`src/rtl/nvw_pkg.sv`:
```
package nvw_pkg;

  // Command opcodes presented by the serial front end.
  typedef enum logic [2:0] {
    OP_NOP   = 3'd0,
    OP_READ  = 3'd1,
    OP_ERASE = 3'd2,
    OP_WRITE = 3'd3,
    OP_ERALL = 3'd4,
    OP_WRALL = 3'd5,
    OP_EN    = 3'd6,
    OP_DIS   = 3'd7
  } nvw_op_e;

  // Programming cycle phases.
  typedef enum logic [1:0] {
    ST_IDLE  = 2'd0,
    ST_ARMED = 2'd1,
    ST_BUSY  = 2'd2,
    ST_DONE  = 2'd3
  } nvw_state_e;

  function automatic logic op_is_prog(nvw_op_e op);
    return (op == OP_ERASE) || (op == OP_WRITE) || (op == OP_ERALL) || (op == OP_WRALL);
  endfunction

  function automatic logic op_is_erase(nvw_op_e op);
    return (op == OP_ERASE) || (op == OP_ERALL);
  endfunction

  function automatic logic op_is_global(nvw_op_e op);
    return (op == OP_ERALL) || (op == OP_WRALL);
  endfunction

endpackage

```
`src/rtl/nvw_enable_latch.sv`:
```
module nvw_enable_latch (
  input  logic clk,
  input  logic rst_n,
  input  logic set_en,
  input  logic clr_en,
  output logic en_q
);

  always_ff @(posedge clk or negedge rst_n) begin
    if (!rst_n)      en_q <= 1'b0;
    else if (set_en) en_q <= 1'b1;
    else if (clr_en) en_q <= 1'b0;
  end

  AST_EN_HOLDS: assert property (@(posedge clk) disable iff (!rst_n)
    (!set_en && !clr_en) |=> $stable(en_q));
  AST_EN_SETS: assert property (@(posedge clk) disable iff (!rst_n)
    set_en |=> en_q);
  AST_EN_CLEARS: assert property (@(posedge clk) disable iff (!rst_n)
    (clr_en && !set_en) |=> !en_q);

endmodule

```
`src/rtl/nvw_cycle_fsm.sv`:
```
module nvw_cycle_fsm
  import nvw_pkg::*;
#(
  parameter int PROG_CYCLES = 1500000
) (
  input  logic       clk,
  input  logic       rst_n,
  input  logic       cs,
  input  logic       arm_req,
  output logic       commit,
  output logic       busy,
  output logic       sts_oe,
  output logic       sts_val,
  output nvw_state_e state
);

  localparam int CNT_W = $clog2(PROG_CYCLES + 1);
  localparam logic [CNT_W-1:0] LOAD_VAL = CNT_W'(PROG_CYCLES - 1);

  logic             cs_q;
  logic             cs_fall;
  logic [CNT_W-1:0] timer_q;
  nvw_state_e       state_d;

  // Named internal events
  assign cs_fall = cs_q && !cs;
  assign busy    = (state == ST_BUSY);
  assign commit  = busy && (timer_q == '0);

  always_comb begin
    state_d = state;
    unique case (state)
      ST_IDLE:  if (arm_req) state_d = ST_ARMED;
      ST_ARMED: if (!arm_req && cs_fall) state_d = ST_BUSY;
      ST_BUSY:  if (commit) state_d = ST_DONE;
      ST_DONE: begin
        if (arm_req)      state_d = ST_ARMED;
        else if (cs_fall) state_d = ST_IDLE;
      end
      default:  state_d = ST_IDLE;
    endcase
  end

  always_ff @(posedge clk or negedge rst_n) begin
    if (!rst_n) begin
      state   <= ST_IDLE;
      cs_q    <= 1'b0;
      timer_q <= '0;
    end else begin
      state <= state_d;
      cs_q  <= cs;
      if (state == ST_ARMED && state_d == ST_BUSY) timer_q <= LOAD_VAL;
      else if (busy && timer_q != '0)              timer_q <= timer_q - 1'b1;
    end
  end

  // Status pin: busy reads 0, finished reads 1, only while cs is high
  assign sts_oe  = cs && (busy || state == ST_DONE);
  assign sts_val = (state == ST_DONE);

  // Checker-only cycle length counter
  logic [CNT_W-1:0] busy_len;
  always_ff @(posedge clk or negedge rst_n) begin
    if (!rst_n)    busy_len <= '0;
    else if (busy) busy_len <= busy_len + 1'b1;
    else           busy_len <= '0;
  end

  AST_CYCLE_LENGTH: assert property (@(posedge clk) disable iff (!rst_n)
    commit |-> (busy_len == LOAD_VAL));
  AST_READY_AFTER_COMMIT: assert property (@(posedge clk) disable iff (!rst_n)
    commit |=> (sts_val && (sts_oe == cs)));
  AST_START_ON_FALL: assert property (@(posedge clk) disable iff (!rst_n)
    (state == ST_ARMED && !arm_req && cs_q && !cs) |=> busy);
  AST_RELEASE_ON_FALL: assert property (@(posedge clk) disable iff (!rst_n)
    (state == ST_DONE && !arm_req && cs_fall) |=> !sts_oe);

endmodule

```
`src/rtl/nvw_word_array.sv`:
```
module nvw_word_array
  import nvw_pkg::*;
#(
  parameter int DEPTH  = 64,
  parameter int DATA_W = 16,
  parameter int ADDR_W = $clog2(DEPTH)
) (
  input  logic              clk,
  input  logic              rst_n,
  input  logic              commit,
  input  nvw_op_e           op,
  input  logic [ADDR_W-1:0] addr,
  input  logic [DATA_W-1:0] data,
  input  logic [ADDR_W-1:0] rd_addr,
  output logic [DATA_W-1:0] rd_data
);

  // Erase drives ones; a write only clears bits.
  function automatic logic [DATA_W-1:0] next_word(nvw_op_e o, logic [DATA_W-1:0] old_w,
                                                   logic [DATA_W-1:0] new_w);
    if (op_is_erase(o)) return '1;
    return old_w & new_w;
  endfunction

  logic [DEPTH-1:0][DATA_W-1:0] words;

  for (genvar g = 0; g < DEPTH; g++) begin : g_word
    logic              hit;
    logic [DATA_W-1:0] word_q;

    assign hit      = commit && (op_is_global(op) || addr == ADDR_W'(g));
    assign words[g] = word_q;

    always_ff @(posedge clk or negedge rst_n) begin
      if (!rst_n)   word_q <= '1;
      else if (hit) word_q <= next_word(op, word_q, data);
    end

    AST_BITS_ONLY_FALL: assert property (@(posedge clk) disable iff (!rst_n)
      !(hit && op_is_erase(op)) |=> ((word_q & ~$past(word_q)) == '0));
    AST_ERASE_FILLS: assert property (@(posedge clk) disable iff (!rst_n)
      (hit && op_is_erase(op)) |=> (word_q == '1));
  end

  assign rd_data = words[rd_addr];

endmodule

```
`src/rtl/nvw_prog_ctrl.sv`:
```
module nvw_prog_ctrl
  import nvw_pkg::*;
#(
  parameter int DEPTH       = 64,
  parameter int DATA_W      = 16,
  parameter int PROG_CYCLES = 1500000,
  localparam int ADDR_W     = $clog2(DEPTH)
) (
  input  logic              clk,
  input  logic              rst_n,
  input  logic              cmd_valid,
  input  logic [2:0]        cmd_op,
  input  logic [ADDR_W-1:0] cmd_addr,
  input  logic [DATA_W-1:0] cmd_data,
  input  logic              cs,
  input  logic [ADDR_W-1:0] rd_addr,
  output logic [DATA_W-1:0] rd_data,
  output logic              sts_oe,
  output logic              sts_val
);

  nvw_op_e    op_in;
  nvw_state_e state;
  logic       busy;
  logic       commit;
  logic       en_q;
  logic       cmd_take;
  logic       set_en;
  logic       clr_en;
  logic       prog_take;

  nvw_op_e           pend_op;
  logic [ADDR_W-1:0] pend_addr;
  logic [DATA_W-1:0] pend_data;

  // Command acceptance: nothing is taken while a cycle runs
  assign op_in     = nvw_op_e'(cmd_op);
  assign cmd_take  = cmd_valid && !busy;
  assign set_en    = cmd_take && (op_in == OP_EN);
  assign clr_en    = cmd_take && (op_in == OP_DIS);
  assign prog_take = cmd_take && op_is_prog(op_in) && en_q;

  always_ff @(posedge clk or negedge rst_n) begin
    if (!rst_n) begin
      pend_op   <= OP_NOP;
      pend_addr <= '0;
      pend_data <= '0;
    end else if (prog_take) begin
      pend_op   <= op_in;
      pend_addr <= cmd_addr;
      pend_data <= cmd_data;
    end
  end

  nvw_enable_latch u_latch (
    .clk    (clk),
    .rst_n  (rst_n),
    .set_en (set_en),
    .clr_en (clr_en),
    .en_q   (en_q)
  );

  nvw_cycle_fsm #(.PROG_CYCLES(PROG_CYCLES)) u_fsm (
    .clk     (clk),
    .rst_n   (rst_n),
    .cs      (cs),
    .arm_req (prog_take),
    .commit  (commit),
    .busy    (busy),
    .sts_oe  (sts_oe),
    .sts_val (sts_val),
    .state   (state)
  );

  nvw_word_array #(.DEPTH(DEPTH), .DATA_W(DATA_W), .ADDR_W(ADDR_W)) u_array (
    .clk     (clk),
    .rst_n   (rst_n),
    .commit  (commit),
    .op      (pend_op),
    .addr    (pend_addr),
    .data    (pend_data),
    .rd_addr (rd_addr),
    .rd_data (rd_data)
  );

  AST_BUSY_IGNORES: assert property (@(posedge clk) disable iff (!rst_n)
    (busy && cmd_valid) |=> ($stable(en_q) && $stable(pend_op) && $stable(pend_addr)));
  AST_NO_PROG_DISABLED: assert property (@(posedge clk) disable iff (!rst_n)
    (state == ST_IDLE && cmd_valid && op_is_prog(op_in) && !en_q) |=> (state == ST_IDLE));
  AST_COMMIT_ONLY_PROG: assert property (@(posedge clk) disable iff (!rst_n)
    commit |-> op_is_prog(pend_op));

endmodule

```
`config.mk`:
```
export PLATFORM = sky130hd
export DESIGN_NAME = nvw_prog_ctrl
export DESIGN_NICKNAME = d
export VERILOG_FILES = /design/src/rtl/nvw_pkg.sv /design/src/rtl/nvw_enable_latch.sv /design/src/rtl/nvw_cycle_fsm.sv /design/src/rtl/nvw_word_array.sv /design/src/rtl/nvw_prog_ctrl.sv
export SDC_FILE = /design/constraint.sdc
export NUM_CORES = 2
export LEC_CHECK = 0
export ABC_AREA = 0
export BUFFER_PORTS_ARGS = -buffer_cell sky130_fd_sc_hd__buf_2
export CORE_MARGIN = 2
export CORE_UTILIZATION = 30
export DETAILED_ROUTE_END_ITERATION = 10
export GPL_TIMING_DRIVEN = 0
export HOLD_SLACK_MARGIN = 0.08
export PLACE_DENSITY = 0.48
export SLEW_MARGIN = 5
export SYNTH_ARGS = -nofsm -noshare
export SYNTH_HDL_FRONTEND = slang
export SYNTH_HIERARCHICAL = 1
export SYNTH_SLANG_ARGS = --single-unit
```
`constraint.sdc`:
```
create_clock -name clk -period 3.55 [get_ports clk]
set_clock_uncertainty 0.2 [all_clocks]
set_input_delay 0.71 -clock clk [delete_from_list [all_inputs] [get_ports clk]]
set_output_delay 0.71 -clock clk [all_outputs]
set_load 0.02 [all_outputs]
```
==> flow_summary.json <==
{
  "drive_gt1_share_pct": 42.5,
  "h-tree-depth": 3,
  "synth_area_mm2": 0.0493,
  "cp_max_fo": 6,
  "slowest_delay_ns": 0.66,
  "numCtsBuffers": 120,
  "ys_warn_count": 6,
  "core-area_mm2": 0.163,
  "final.min_clock_period_ns": 3.93,
  "io_buffers": 50,
  "die-area_mm2": 0.168,
  "clock_path_buffers": 3,
  "violations": "setup timing",
  "syn_to_final_growth_pct": 20.8,
  "synth-main-ff-cell": "dfstp_2",
  "power.share.switching_pct": 35.1,
  "grt_max_degree": 158,
  "ys_ff_latch": 1074,
  "hold_viol": 0,
  "p_leak_nw": 27.2,
  "hpwlAfterDp_mm": 150,
  "hold_class": "primary input to register",
  "post-route-period-util_pct": 111,
  "pre_cts_ws_ns": -2.10,
  "die_w_um": 410,
  "die_h_um": 410,
  "clk_pin_slew_worst_paths_ns": 0.06,
  "worst_slew_pin_slew_ns": 1.43,
  "nNetsFinal": 4755,
  "end_kind": "output port",
  "cp_cell_sequence": "buf_12 > buf_12 > buf_16 > mux4_2 > a22oi_2 > nand3_2 > nand2_4 > nor3_4 > buf_6",
  "synth-edff-count": 0,
  "finalSetupViolCount": 16,
  "first_pass_iters": 5,
  "cts_root_buf": "clkbuf_16",
  "synth_area_per_cell_um2": 11.0,
  "finish.utilization_pct": 36.5,
  "power_frac_comb_pct": 22.3,
  "grt_overflow": 0,
  "antenna_found_initial": 17,
  "cell_internal_pwr_mw": 21.8,
  "p_switching_mw": 11.8,
  "final_common_cell": "o21ai_0",
  "track_usage_pct": 24.9,
  "pwr-share-seq_pct": 38.0,
  "ys_async_sr_fraction_pct": 100,
  "cp_slowest_cell": "a22oi_2",
  "cp-start-kind": "primary input",
  "required_ns": 2.64,
  "finalPower_mw": 33.6,
  "vias_per_cell": 5.60,
  "clockPowerShare_pct": 39.7,
  "pwr_density_cell_mw_per_mm2": 564,
  "num_rows": 148,
  "detail_route.wl_per_cell_um": 30.2,
  "mostFrequentLayoutCells": "o21ai_0, nand2_1, dfstp_2, mux4_2, clkbuf_1",
  "cts.sinks": 1074,
  "antenna_left": 0,
  "fill_cells": 16100,
  "vias": 39200,
  "yosysSeqAreaShare_pct": 57.1,
  "gp_congestion": 0.961,
  "wirelength_mm": 211,
  "drt-initial-drc-count": 4860,
  "cp.arrival_ns": 3.02,
  "grt_pass1_wl_mm": 298,
  "synth_nets": 4514,
  "drc": 0,
  "start_util_pct": 30.2,
  "max-cap-violations": 0,
  "status": "finished, violations left",
  "setup_ws_ns": -0.384,
  "fmax_ghz": 0.254,
  "ir_drop_v": 0.000499,
  "max_slew_margin_pct": 4.76,
  "slew_violations": 0,
  "ioPinCount": 53,
  "cp_common_cell": "buf_12",
  "cts_tree": "done",
  "first_global_vias": 38500,
  "synth_cell_types": 64,
  "rsz0062_at_grt": "yes",
  "hold_slack_ns": 0.144,
  "tns_ns": -3.94,
  "clk_latency_ns": 0.77,
  "syn_inst": 4477,
  "setup.worst_path.class": "primary input to output port"
}
## Yosys cell counts (5+ instances only)
master / n / area share (%)
nor2_1: 35 / 0.27
clkbuf_2: 7 / 0.071
mux2_4: 18 / 0.55
and4_1: 6 / 0.11
o21ai_2: 8 / 0.14
a22oi_1: 39 / 0.59
a211o_1: 9 / 0.16
nand2b_1: 10 / 0.13
dfstp_2: 1024 / 55
inv_1: 5 / 0.038
a21oi_1: 22 / 0.22
buf_4: 18 / 0.27
buf_2: 104 / 1.1
nand4_1: 12 / 0.15
mux2i_1: 61 / 1.2
and3_1: 6 / 0.076
nand3_1: 29 / 0.29
nand2_1: 1125 / 8.6
o21ai_1: 19 / 0.19
buf_1: 23 / 0.17
buf_6: 32 / 0.73
or2_1: 52 / 0.66
nor2b_1: 15 / 0.19
mux2_2: 27 / 0.62
a211oi_1: 18 / 0.27
o21ai_0: 1081 / 11
or3_1: 6 / 0.076
or2_2: 15 / 0.19
dfrtp_1: 50 / 2.5
clkbuf_1: 246 / 1.9
nor3_1: 10 / 0.10
mux4_2: 243 / 11
o22ai_1: 9 / 0.11
a221oi_1: 16 / 0.28
nand4bb_1: 6 / 0.14
nand2_2: 8 / 0.10
and2_1: 10 / 0.13
## critical path, delay by kind of cell
family          cells  cell delay, ns
simple gates        3            0.53
compound gates      1            0.66
mux                 1            0.54
buf+inv             4            0.53
## path summary, 6_finish.rpt
check                                                     end  cells after the start  slack [ns]              from
worst max-delay path                               rd_data[6]                      9       -0.38        rd_addr[0]
worst min-delay path                             u_latch/en_q                      4        0.14         cmd_op[2]
worst max register to register  u_array/g_word[46].word_q[14]                     14        0.13  u_fsm/timer_q[0]
worst min register to register                   u_latch/en_q                      1        0.27      u_latch/en_q
max in group asynchronous                   u_fsm/timer_q[18]                      5        0.43             rst_n
min in group asynchronous        u_array/g_word[32].word_q[7]                      2        0.52             rst_n
## metrics by stage
stage          std cells  cell area, µm²
2_1_floorplan       4477           49300
3_3_place_gp        6702           52300
3_5_place_dp        6709           52500
4_1_cts             6980           58900
5_1_grt             6993           59600
6_report            6998           59600
## cell type report
class / count / area (µm²) / share of cell area (%)
Buffer: 407 / 3060 / 5.13
Clock inverter: 38 / 552 / 0.926
Inverter: 5 / 18.8 / 0.0315
Timing Repair Buffer: 148 / 1560 / 2.62
Tap cell: 2175 / 2720 / 4.57
Antenna cell: 6 / 15.0 / 0.0252
Clock buffer: 183 / 3650 / 6.13
Sequential cell: 1074 / 28200 / 47.2
Multi-Input combinational cell: 2962 / 19900 / 33.3
## power by group through the flow
| stage | combinational (mW) | sequential (mW) | clock (mW) |
|---|---|---|---|
| after floorplan | 2.68 | 12.9 | 0 |
| after global placement | 6.92 | 12.9 | 0 |
| after detailed placement | 6.90 | 12.9 | 0 |
| after CTS | 7.23 | 12.8 | 13.6 |
| after global routing | 7.54 | 12.8 | 14.1 |
| final | 7.50 | 12.8 | 13.3 |
## kinds of logic after synthesis
| group | share of synthesized area (%) |
|---|---|
| DFF | 57.1 |
| buffers and inverters | 4.42 |
| muxes | 13.5 |
| adders and majority gates | 0.0507 |
| and+or+nand+nor | 11.8 |
| AOI/OAI and AO/OA | 13.2 |
| xor gates and xnor gates | 0.0178 |
## flip-flops by register name, summed over array words and instances, names as in the netlist
register               cells
u_fsm/state                2
pend_data                 16
u_fsm/timer_q             21
u_fsm/cs_q                 1
u_array/g_word.word_q   1024
pend_addr                  6
pend_op                    3
u_latch/en_q               1
## per-layer routing
layer  global-route usage (%)  share of wire [%]  vias to the layer above
met1                     34.4                 42                    20700
met5                        0              0.032                        -
met2                     37.2                 44                     2072
li1                         -                  -                    16100
met4                     11.1                4.8                        4
met3                     5.34                9.4                      362
## repair_timing
action / CTS / global route
pin swaps: 41 / 29
gates cloned: 2 / 1
buffers inserted: 27 / 35
hold buffers: 26 / 0
gates resized for setup: 426 / 145
setup endpoints to repair: 507 / 586
hold endpoints to repair: 77 / 0
Power figures use the tool's default switching activity.
